<file path="config.mk">
export PLATFORM = sky130hd
export DESIGN_NAME = env_adsr
export DESIGN_NICKNAME = d
export VERILOG_FILES = /design/src/rtl/env_pkg.sv /design/src/rtl/env_gate_edge.sv /design/src/rtl/env_step.sv /design/src/rtl/env_adsr.sv
export SDC_FILE = /design/constraint.sdc
export NUM_CORES = 1
export LEC_CHECK = 0
export CORE_MARGIN = 3
export CORE_UTILIZATION = 30
export CTS_BUF_LIST = sky130_fd_sc_hd__clkbuf_16
export DETAILED_ROUTE_END_ITERATION = 7
export GPL_TIMING_DRIVEN = 0
export SKIP_LAST_GASP = 1
export SLEW_MARGIN = 20
export SYNTH_ARGS = -nofsm -noshare
export SYNTH_HDL_FRONTEND = slang
export SYNTH_SLANG_ARGS = --single-unit
</file>
<file path="constraint.sdc">
create_clock -name clk -period 9 [get_ports clk]
set_clock_uncertainty 0.15 [all_clocks]
set_input_delay 1.8 -clock clk [delete_from_list [all_inputs] [get_ports clk]]
set_output_delay 1.8 -clock clk [all_outputs]
set_load 0.05 [all_outputs]
</file>
<file path="src/rtl/env_pkg.sv">
package env_pkg;
   typedef enum logic [2:0] {
      ST_IDLE    = 3'd0,
      ST_ATTACK  = 3'd1,
      ST_DECAY   = 3'd2,
      ST_SUSTAIN = 3'd3,
      ST_RELEASE = 3'd4
   } env_stage_e;

   localparam int unsigned SEG_N   = 3;
   localparam int unsigned SEG_ATK = 0;
   localparam int unsigned SEG_DEC = 1;
   localparam int unsigned SEG_REL = 2;
endpackage

</file>
<file path="src/rtl/env_gate_edge.sv">
module env_gate_edge (
   input  logic clk,
   input  logic rst_n,
   input  logic gate_i,
   output logic rise_o,
   output logic held_o
);
   logic gate_q;

   always_ff @(posedge clk or negedge rst_n) begin
      if (!rst_n) gate_q <= 1'b0;
      else        gate_q <= gate_i;
   end

   assign rise_o = gate_i & ~gate_q;
   assign held_o = gate_q;

   // a rise is reported for exactly one edge, then the copy is high
   assert_rise_single_R2: assert property (@(posedge clk) disable iff (!rst_n)
      rise_o |=> held_o);
endmodule

</file>
<file path="src/rtl/env_step.sv">
module env_step #(
   parameter int unsigned LEVEL_W = 16,
   parameter int unsigned RATE_W  = 16
) (
   input  logic [LEVEL_W-1:0] dist_i,
   input  logic [RATE_W-1:0]  rate_i,
   input  logic               curve_i,
   output logic [LEVEL_W-1:0] step_o
);
   localparam int unsigned SHIFT_W = $clog2(LEVEL_W);

   logic [LEVEL_W-1:0] rate_ext;
   logic [LEVEL_W-1:0] lin_step;
   logic [LEVEL_W-1:0] nl_shift;
   logic [LEVEL_W-1:0] nl_step;
   logic [LEVEL_W-1:0] raw_step;

   if (RATE_W == LEVEL_W) begin : g_rate_full
      assign rate_ext = rate_i;
   end else begin : g_rate_pad
      assign rate_ext = {{(LEVEL_W-RATE_W){1'b0}}, rate_i};
   end

   always_comb begin
      lin_step = (rate_ext == '0) ? LEVEL_W'(1) : rate_ext;
      nl_shift = dist_i >> rate_i[SHIFT_W-1:0];
      nl_step  = (nl_shift == '0) ? LEVEL_W'(1) : nl_shift;
      raw_step = curve_i ? nl_step : lin_step;
      step_o   = (raw_step > dist_i) ? dist_i : raw_step;
   end
endmodule

</file>
<file path="src/rtl/env_adsr.sv">
module env_adsr #(
   parameter int unsigned LEVEL_W = 16,
   parameter int unsigned RATE_W  = 16
) (
   input  logic               clk,
   input  logic               rst_n,
   input  logic               gate,
   input  logic [RATE_W-1:0]  atk_rate,
   input  logic [RATE_W-1:0]  dec_rate,
   input  logic [LEVEL_W-1:0] sus_level,
   input  logic [RATE_W-1:0]  rel_rate,
   input  logic               keep_curve,
   input  logic               curve_exp,
   output logic [LEVEL_W-1:0] level,
   output logic [2:0]         stage
);
   import env_pkg::*;

   localparam int unsigned         SHIFT_W = $clog2(LEVEL_W);
   localparam logic [LEVEL_W-1:0]  FULL    = {LEVEL_W{1'b1}};

   if (LEVEL_W < 4) begin : g_bad_level
      $error("env_adsr: LEVEL_W must be at least 4");
   end
   if (RATE_W > LEVEL_W || RATE_W < SHIFT_W) begin : g_bad_rate
      $error("env_adsr: RATE_W must lie between clog2(LEVEL_W) and LEVEL_W");
   end

   logic               rise;
   logic               gate_held;
   logic [LEVEL_W-1:0] level_q, level_d;
   env_stage_e         stage_q, stage_d;
   logic [LEVEL_W-1:0] seg_dist [SEG_N];
   logic [RATE_W-1:0]  seg_rate [SEG_N];
   logic [LEVEL_W-1:0] seg_step [SEG_N];

   env_gate_edge u_edge (
      .clk    (clk),
      .rst_n  (rst_n),
      .gate_i (gate),
      .rise_o (rise),
      .held_o (gate_held)
   );

   always_comb begin
      seg_dist[SEG_ATK] = FULL - level_q;
      seg_dist[SEG_DEC] = (level_q > sus_level) ? (level_q - sus_level) : '0;
      seg_dist[SEG_REL] = level_q;
      seg_rate[SEG_ATK] = atk_rate;
      seg_rate[SEG_DEC] = dec_rate;
      seg_rate[SEG_REL] = rel_rate;
   end

   for (genvar s = 0; s < SEG_N; s++) begin : g_seg
      env_step #(.LEVEL_W(LEVEL_W), .RATE_W(RATE_W)) u_step (
         .dist_i  (seg_dist[s]),
         .rate_i  (seg_rate[s]),
         .curve_i (curve_exp),
         .step_o  (seg_step[s])
      );
   end

   always_comb begin
      level_d = level_q;
      stage_d = stage_q;
      if (rise) begin
         stage_d = ST_ATTACK;
      end else begin
         unique case (stage_q)
            ST_IDLE: level_d = '0;
            ST_ATTACK: begin
               if (!gate && !keep_curve) begin
                  stage_d = ST_RELEASE;
               end else begin
                  level_d = level_q + seg_step[SEG_ATK];
                  if (level_d == FULL) stage_d = ST_DECAY;
               end
            end
            ST_DECAY: begin
               if (!gate && !keep_curve) begin
                  stage_d = ST_RELEASE;
               end else begin
                  level_d = level_q - seg_step[SEG_DEC];
                  if (level_d <= sus_level) stage_d = ST_SUSTAIN;
               end
            end
            ST_SUSTAIN: if (!gate) stage_d = ST_RELEASE;
            ST_RELEASE: begin
               level_d = level_q - seg_step[SEG_REL];
               if (level_d == '0) stage_d = ST_IDLE;
            end
            default: begin
               stage_d = ST_IDLE;
               level_d = '0;
            end
         endcase
      end
   end

   always_ff @(posedge clk or negedge rst_n) begin
      if (!rst_n) begin
         level_q <= '0;
         stage_q <= ST_IDLE;
      end else begin
         level_q <= level_d;
         stage_q <= stage_d;
      end
   end

   assign level = level_q;
   assign stage = stage_q;

   assert_stage_legal_R1: assert property (@(posedge clk) disable iff (!rst_n)
      stage_q inside {ST_IDLE, ST_ATTACK, ST_DECAY, ST_SUSTAIN, ST_RELEASE});

   assert_retrigger_hold_R2: assert property (@(posedge clk) disable iff (!rst_n)
      (rise && gate_held == 1'b0) |=> (stage_q == ST_ATTACK && level_q == $past(level_q)));

   assert_attack_up_R3: assert property (@(posedge clk) disable iff (!rst_n)
      (stage_q == ST_ATTACK) |=> level_q >= $past(level_q));

   assert_decay_floor_R4: assert property (@(posedge clk) disable iff (!rst_n)
      (stage_q == ST_DECAY && level_q > sus_level) |=> level_q >= $past(sus_level));

   assert_full_curve_R6: assert property (@(posedge clk) disable iff (!rst_n)
      (keep_curve && stage_q == ST_ATTACK) |=> (stage_q == ST_ATTACK || stage_q == ST_DECAY));

   assert_release_down_R7: assert property (@(posedge clk) disable iff (!rst_n)
      (stage_q == ST_RELEASE) |=> level_q <= $past(level_q));

   assert_idle_zero_R7: assert property (@(posedge clk) disable iff (!rst_n)
      (stage_q == ST_IDLE) |-> level_q == '0);

   assert_step_bound_R8: assert property (@(posedge clk) disable iff (!rst_n)
      (stage_q == ST_RELEASE && level_q != '0) |-> (seg_step[SEG_REL] != '0 && seg_step[SEG_REL] <= level_q));
endmodule

</file>
# [Word-level counts from Yosys, hierarchy flattened]
# Cells that the tools add are included.
[classes] add_sub_neg=5 order_cmp=5 eq_ne=12 n_shift=3 muxes=24 n_bitwise=4 n_reduce_logical=13
[op_table] op="16-bit 2-to-1 mux" count=15
[op_table] op="16-bit zero test" count=7
[op_table] op="16-bit > comparator" count=4
[op_table] op="16-bit case mux with 4 select lines" count=1
[op_table] op="16-bit by 4-bit right shift with 16-bit output" count=3
[op_table] op="16-bit subtractor" count=3
[op_table] op="3-bit 2-to-1 mux" count=7
[op_table] op="16-bit adder" count=1
[op_table] op="16-bit equality test, second input constant" count=1
[op_table] op="16-bit <= comparator" count=1
[op_table] op="16-bit subtractor, first input constant" count=1
[op_table] op="3-bit case mux with 5 select lines" count=1
[op_table] op="4-bit != test, second input constant" count=2
[op_table] op="3-bit by 2-bit equality test with 1-bit output, second input constant" count=2
[op_table] op="2-bit != test, second input constant" count=3
[op_table] op="3-bit != test, second input constant" count=2
[op_table] op="5-bit AND reduction" count=1
[op_table] op="4-bit AND reduction" count=1
[op_table] op="3-bit by 1-bit equality test with 1-bit output, second input constant" count=1
[op_table] op="3-bit equality test, second input constant" count=1
[op_table] op="3-bit zero test" count=1
[op_table] op="1-bit NOT" count=3
[op_table] op="1-bit zero test" count=2
[op_table] op="1-bit AND" count=1
[op_table] op="1-bit logical AND" count=1
[word_totals] regBits=20 in_bits=69 out_inout_bits=19 word_cells=69

# [Longest topological paths before layout]
[logic_depth] word_depth=14 ltp_mapped=50 depth_no_buf=50

# [Hierarchy]
# A second synthesis with hierarchy kept.
[hier_totals] hier_cells=1260 hier_area_um2=9394.0
[by_module_without_submodules] module="env_adsr" n_inst=1 cells_each=616 area_each_um2=4576.9 seq_area_each_um2=475.5
[by_module_without_submodules] module="env_step at g_seg[0].u_step ..." n_inst=2 cells_each=216 area_each_um2=1541.5 seq_area_each_um2=0.0
[by_module_without_submodules] module="env_step at g_seg[2].u_step" n_inst=1 cells_each=210 area_each_um2=1695.4 seq_area_each_um2=0.0
[by_module_without_submodules] module="env_gate_edge" n_inst=1 cells_each=2 area_each_um2=38.8 seq_area_each_um2=25.0

# [Least setup slack after synthesis]
# No wires, ideal clock.
[synth_path] path_type="in2reg" start="input sus_level[0]" end="register stage_q[0] (netlist: stage[0])" setup_ns=0.125 t_arrival_ns=10.045 required_ns=8.725 path_slack_ns=-1.320 cell_stages=44 path_buffers=1 path_cell_list="ha_1 fa_1 nand2b_1 a21o_1 a211oi_4 o21ai_0 and2_1 mux4_2 and2_1 a21oi_1 o22ai_1 mux2_2 ha_1 and3_1 nand2_1 or4_1 nand3_1 o21ai_0 (+8 left out) a21oi_1 o21bai_1 a21oi_1 o21bai_1 a21oi_1 nor2b_1 o21a_1 o41ai_1 o211ai_1 xor2_1 ha_1 nand4_1 nor3_1 a211oi_1 a21oi_1 o21a_1 nor2b_1 mux2_2"
[synth_between] elab_chain_cells=12 word_cells_on_any_way=13 classes_between="2 x add/sub; 3 x order compare; 1 x eq/ne; 1 x shift; 4 x mux; 2 x reduce/logical"
[synth_rtl] item="start, declared" line="env_adsr.sv:10" rtl="input logic [LEVEL_W-1:0] sus_level,"
[synth_rtl] item="16-bit subtractor or 16-bit > comparator (tied branches)" line="env_adsr.sv:47" rtl="seg_dist[SEG_DEC] = (level_q > sus_level) ? (level_q - sus_level) : '0;"
[synth_rtl] item="16-bit 2-to-1 mux" line="env_adsr.sv:47"
[synth_rtl] item="16-bit by 4-bit right shift with 16-bit output" line="env_step.sv:26" rtl="nl_shift = dist_i >> rate_i[SHIFT_W-1:0];"
[synth_rtl] item="16-bit zero test" line="env_step.sv:27" rtl="nl_step = (nl_shift == '0) ? LEVEL_W'(1) : nl_shift;"
[synth_rtl] item="16-bit 2-to-1 mux" line="env_step.sv:27"
[synth_rtl] item="16-bit 2-to-1 mux" line="env_step.sv:28" rtl="raw_step = curve_i ? nl_step : lin_step;"
[synth_rtl] item="16-bit > comparator" line="env_step.sv:29" rtl="step_o = (raw_step > dist_i) ? dist_i : raw_step;"
[synth_rtl] item="16-bit 2-to-1 mux" line="env_step.sv:29"
[synth_rtl] item="16-bit subtractor" line="env_adsr.sv:83" rtl="level_d = level_q - seg_step[SEG_DEC];"
[synth_rtl] item="16-bit <= comparator (*)" line="env_adsr.sv:84" rtl="if (level_d <= sus_level) stage_d = ST_SUSTAIN;"
[synth_rtl] item="4-bit != test (no source line) (*)"
[synth_rtl] item="5-bit AND reduction (no source line) (*)"
[synth_rtl] item="end signal, assigned" line="env_adsr.sv:106" rtl="stage_q <= stage_d;"
[synth_rtl] item="end, declared" line="env_adsr.sv:32" rtl="env_stage_e stage_q, stage_d;"
# Every way passes the cells marked *; elsewhere a longest branch is shown, timed or not.
# A chain may end at the register's enable or synchronous reset.

# [Final worst setup path]
[layout_path] start="input sus_level[4]" end="register stage_q[0] (netlist: stage[0])"
# The elaborated chain is that of the path after synthesis.

==> results.sh <==
export IMPL_combPwrFrac_pct=91.8
export IMPL_die_width_um=179
export IMPL_yosys_area_share_simple_pct=23.7
export IMPL_max_freq_mhz=96.6
export IMPL_p_int_mw=2.27
export IMPL_crit_type="in2reg"
export IMPL_cp_depth=43
export IMPL_outcome="finished with violations"
export IMPL_place_area_um2=10300
export IMPL_crit_family="compound AO/OA/AOI/OAI gates"
export IMPL_finish_utilization_pct=42.0
export IMPL_p_switching_mw=2.94
export IMPL_drc=0
export IMPL_tns_ns=-4.95
export IMPL_synthAdderAreaFrac_pct=18.1
export IMPL_vias_per_cell=5.93
export IMPL_hold_slack_ns=0.571
export IMPL_finalCriticalPeriod_ns=10.35
export IMPL_cts_max_level=1
export IMPL_rsz0062_at_grt="true"
export IMPL_ir_drop_v=0.000244
export IMPL_die_area_um2=32000
export IMPL_ys_seq_area_share_pct=5.59
export IMPL_crit_path_max_incr_delay_ns=0.55
export IMPL_synth_top_area_cell="ha_1"
export IMPL_fp_row_count=62
export IMPL_maxSlewViolCount=0
export IMPL_syn_inst=1303
export IMPL_synthMuxAreaShare_pct=9.64
export IMPL_grt_max_degree=21
export IMPL_reg2regPathDepth=41
export IMPL_worstPathArrival_ns=10.34
export IMPL_synth_area_um2=8960
export IMPL_yosysUniqueCellTypes=80
export IMPL_core_area_um2=29100
export IMPL_pin_count=88
export IMPL_seqPwrFrac_pct=6.4
export IMPL_synth_top_cells_by_area="ha_1 (17%), a21oi_1 (6.9%), mux2i_1 (5.7%), dfrtp_1 (5.6%), nand2_1 (5.5%)"
export IMPL_synth_xor_area_share_pct=4.79
export IMPL_maxCapViolations=0
export IMPL_powerDensity_nw_per_um2=426
export IMPL_synth_seq_cells=20
export IMPL_antenna_found_initial=0
export IMPL_io_buffer_count=80
export IMPL_num_antenna_cells=0
export IMPL_synth_edff_count=0
export IMPL_crit_slowest_cell="or4_4"
export IMPL_nFillCells=2951
export IMPL_clock_power_share_pct=1.8
export IMPL_routabilityCongestion=1.02
export IMPL_yosys_most_used_dff="dfrtp_1"
export IMPL_dpl_hpwl_um=28700
export IMPL_leakagePower_nw=5.24
export IMPL_cp_start_kind="input port"
export IMPL_layout_area_overhead_vs_synth_pct=36.4
export IMPL_cts_sinks=20
export IMPL_cts_tree="done"
export IMPL_failed_checks="setup timing"
export IMPL_fin_nets=1686
export IMPL_hp_class="reg2reg"
export IMPL_clk_latency_ns=0.25
export IMPL_dp_cells=1767
export IMPL_fin_cells=1875
export IMPL_drive_above_1_share_pct=22.6
export IMPL_max_slew_margin_pct=34.7
export IMPL_ant_nets=0
export IMPL_syn_nets=1497
export IMPL_drt_iter0_drc=1333
export IMPL_cts_root_buf="clkbuf_16"
export IMPL_async_flop_share_pct=100
export IMPL_grt_overflow=0
export IMPL_setup_ws_ns=-1.35
export IMPL_path_buf_inv=6
export IMPL_wl_per_cell_um=20.9
export IMPL_syn_avg_cell_area_um2=6.88
export IMPL_netlist_area_leader_share_pct=16.9
export IMPL_initial_utilization_pct=30.8
export IMPL_postCtsHoldBufs=0
export IMPL_required_ns=8.99
export IMPL_vias=11125
export IMPL_synth_compound_area_share_pct=32.0
export IMPL_cpMostUsedCell="buf_4"
export IMPL_grt_pass1_wl_um=57800
export IMPL_die_y_um=179
export IMPL_ys_warn_count=0
export IMPL_routed_wl_um=39300
export IMPL_grt_usage_pct=22.9
export IMPL_whs_path_depth=4
export IMPL_fin_area_um2=12200
export IMPL_end_kind="register"
export IMPL_numCtsBuffers=3
export IMPL_synth_top_family_by_area="compound AO/OA/AOI/OAI gates"
export IMPL_worst_pin_slew_ns=0.972
export IMPL_final_hold_violation_count=0
export IMPL_first_pass_iters=7
export IMPL_netSwitchingFraction_pct=56.4
export IMPL_finalCritPeriodShare_pct=115
export IMPL_cp_max_fo=9
export IMPL_cts_buffer_depth=2
export IMPL_setup_viol=8
export IMPL_grt_pass1_vias=10333
export IMPL_clkTransAtPathRegs_ns=0.05
==> through the flow <==
stage / power [mW] / setup slack, ns
2_1_floorplan: 2.85 / -0.823
3_3_place_gp: 3.86 / -2.61
3_5_place_dp: 3.90 / -2.59
5_1_grt: 5.53 / -1.66
6_report: 5.21 / -1.35
4_1_cts: 4.62 / -1.19
==> final cells by class <==
cell class	count	area [µm²]	area share (%)
clock inverter	1	3.75	0.0307
timing repair buffer	186	1610	13.2
tap	384	480	3.93
multi-input combinational	1139	8900	72.9
sequential	20	500	4.10
clock buffer	3	75.1	0.614
inverter	76	290	2.38
buffer	66	354	2.90
==> power groups by stage <==
stage,registers [mW],clock network (mW),logic [mW]
2_1_floorplan,0.325,0,2.53
3_3_place_gp,0.313,0,3.55
3_5_place_dp,0.316,0,3.58
4_1_cts,0.323,0.0936,4.20
5_1_grt,0.330,0.0988,5.10
6_report,0.332,0.0934,4.78
==> state kept, by name, indices dropped and copies added, names as in the netlist <==
name,flops
stage,3
u_edge.held_o,1
level,16
==> cell usage after synthesis, drive strengths merged (6+ instances only) <==
master   number
nor4         13
nand4        12
and2          8
mux2i        51
inv          74
o21ai        93
nor2        129
nor2b        19
xor2         16
o211ai       10
nand2       131
a21oi       125
a22o         21
xnor2        33
mux2         27
dfrtp        20
ha          121
o22ai        12
o31ai         7
clkbuf       55
buf          13
nand2b       11
a41o          6
nand3        33
a22oi        14
a31oi         8
o21a         20
or3          10
nor3         46
o2bb2ai      12
or2           6
and3         10
a211oi       18
a21o         33
==> cells by family (layout without fill, tap and decap cells) <==
family	count (synthesis)	after routing
and+or+nand+nor	449	449
AOI/OAI and AO/OA	433	433
buffers and inverters	144	332
adders and majority gates	128	128
muxes	80	80
xor gates and xnor gates	49	49
DFF	20	20
==> cell usage in the layout (no fill, tap or decap), types with 17 or more instances in the layout <==
| master | Yosys | final |
|---|---|---|
| clkdlybuf4s50_1 | 0 | 69 |
| a21o_1 | 33 | 30 |
| o21ai_0 | 87 | 73 |
| mux2i_1 | 51 | 50 |
| a21oi_2 | 2 | 21 |
| nand3_1 | 33 | 29 |
| dfrtp_1 | 20 | 20 |
| a21oi_1 | 123 | 98 |
| inv_1 | 72 | 59 |
| nor3_1 | 45 | 38 |
| buf_4 | 1 | 104 |
| xnor2_1 | 33 | 26 |
| o21a_1 | 20 | 19 |
| ha_1 | 121 | 104 |
| nor2b_1 | 19 | 17 |
| a22o_1 | 21 | 21 |
| nor2_1 | 129 | 120 |
| mux2_2 | 26 | 22 |
| nand2_1 | 131 | 126 |
| clkbuf_1 | 55 | 38 |
==> per-layer routing <==
layer,up-vias,wire length (µm),global-route usage [%]
met1,5220,17600,32.8
met5,-,0,0
met3,78,3190,2.27
met2,613,17400,36.6
li1,5214,-,-
met4,0,1070,5.94
==> worst paths after layout <==
path	slack, ns	end	start
min reg2reg	0.57	stage[2]$_DFFE_PN0P_	u_edge.held_o$_DFF_PN0_
max reg2reg	-0.91	stage[0]$_DFFE_PN0P_	level[1]$_DFFE_PN0P_
min in group asynchronous	1.93	stage[1]$_DFFE_PN0P_	rst_n
min	0.57	stage[2]$_DFFE_PN0P_	u_edge.held_o$_DFF_PN0_
max in group asynchronous	6.19	level[15]$_DFFE_PN0P_	rst_n
max	-1.35	stage[0]$_DFFE_PN0P_	sus_level[4]
==> worst min-delay path: stages (launching register included) <==
cell	delay, ns
dfrtp_1	0.37
nand3_1	0.10
o21ai_0	0.08
nand2_1	0.06
mux2i_1	0.06
==> repair_timing <==
item	4_1_cts	5_1_grt
gates resized for setup	164	107
pin swaps	65	75
cloned	0	0
endpoints found under the setup margin	15	13
setup buffers	69	41
Note: power is estimated with default switching activity, not from simulation.
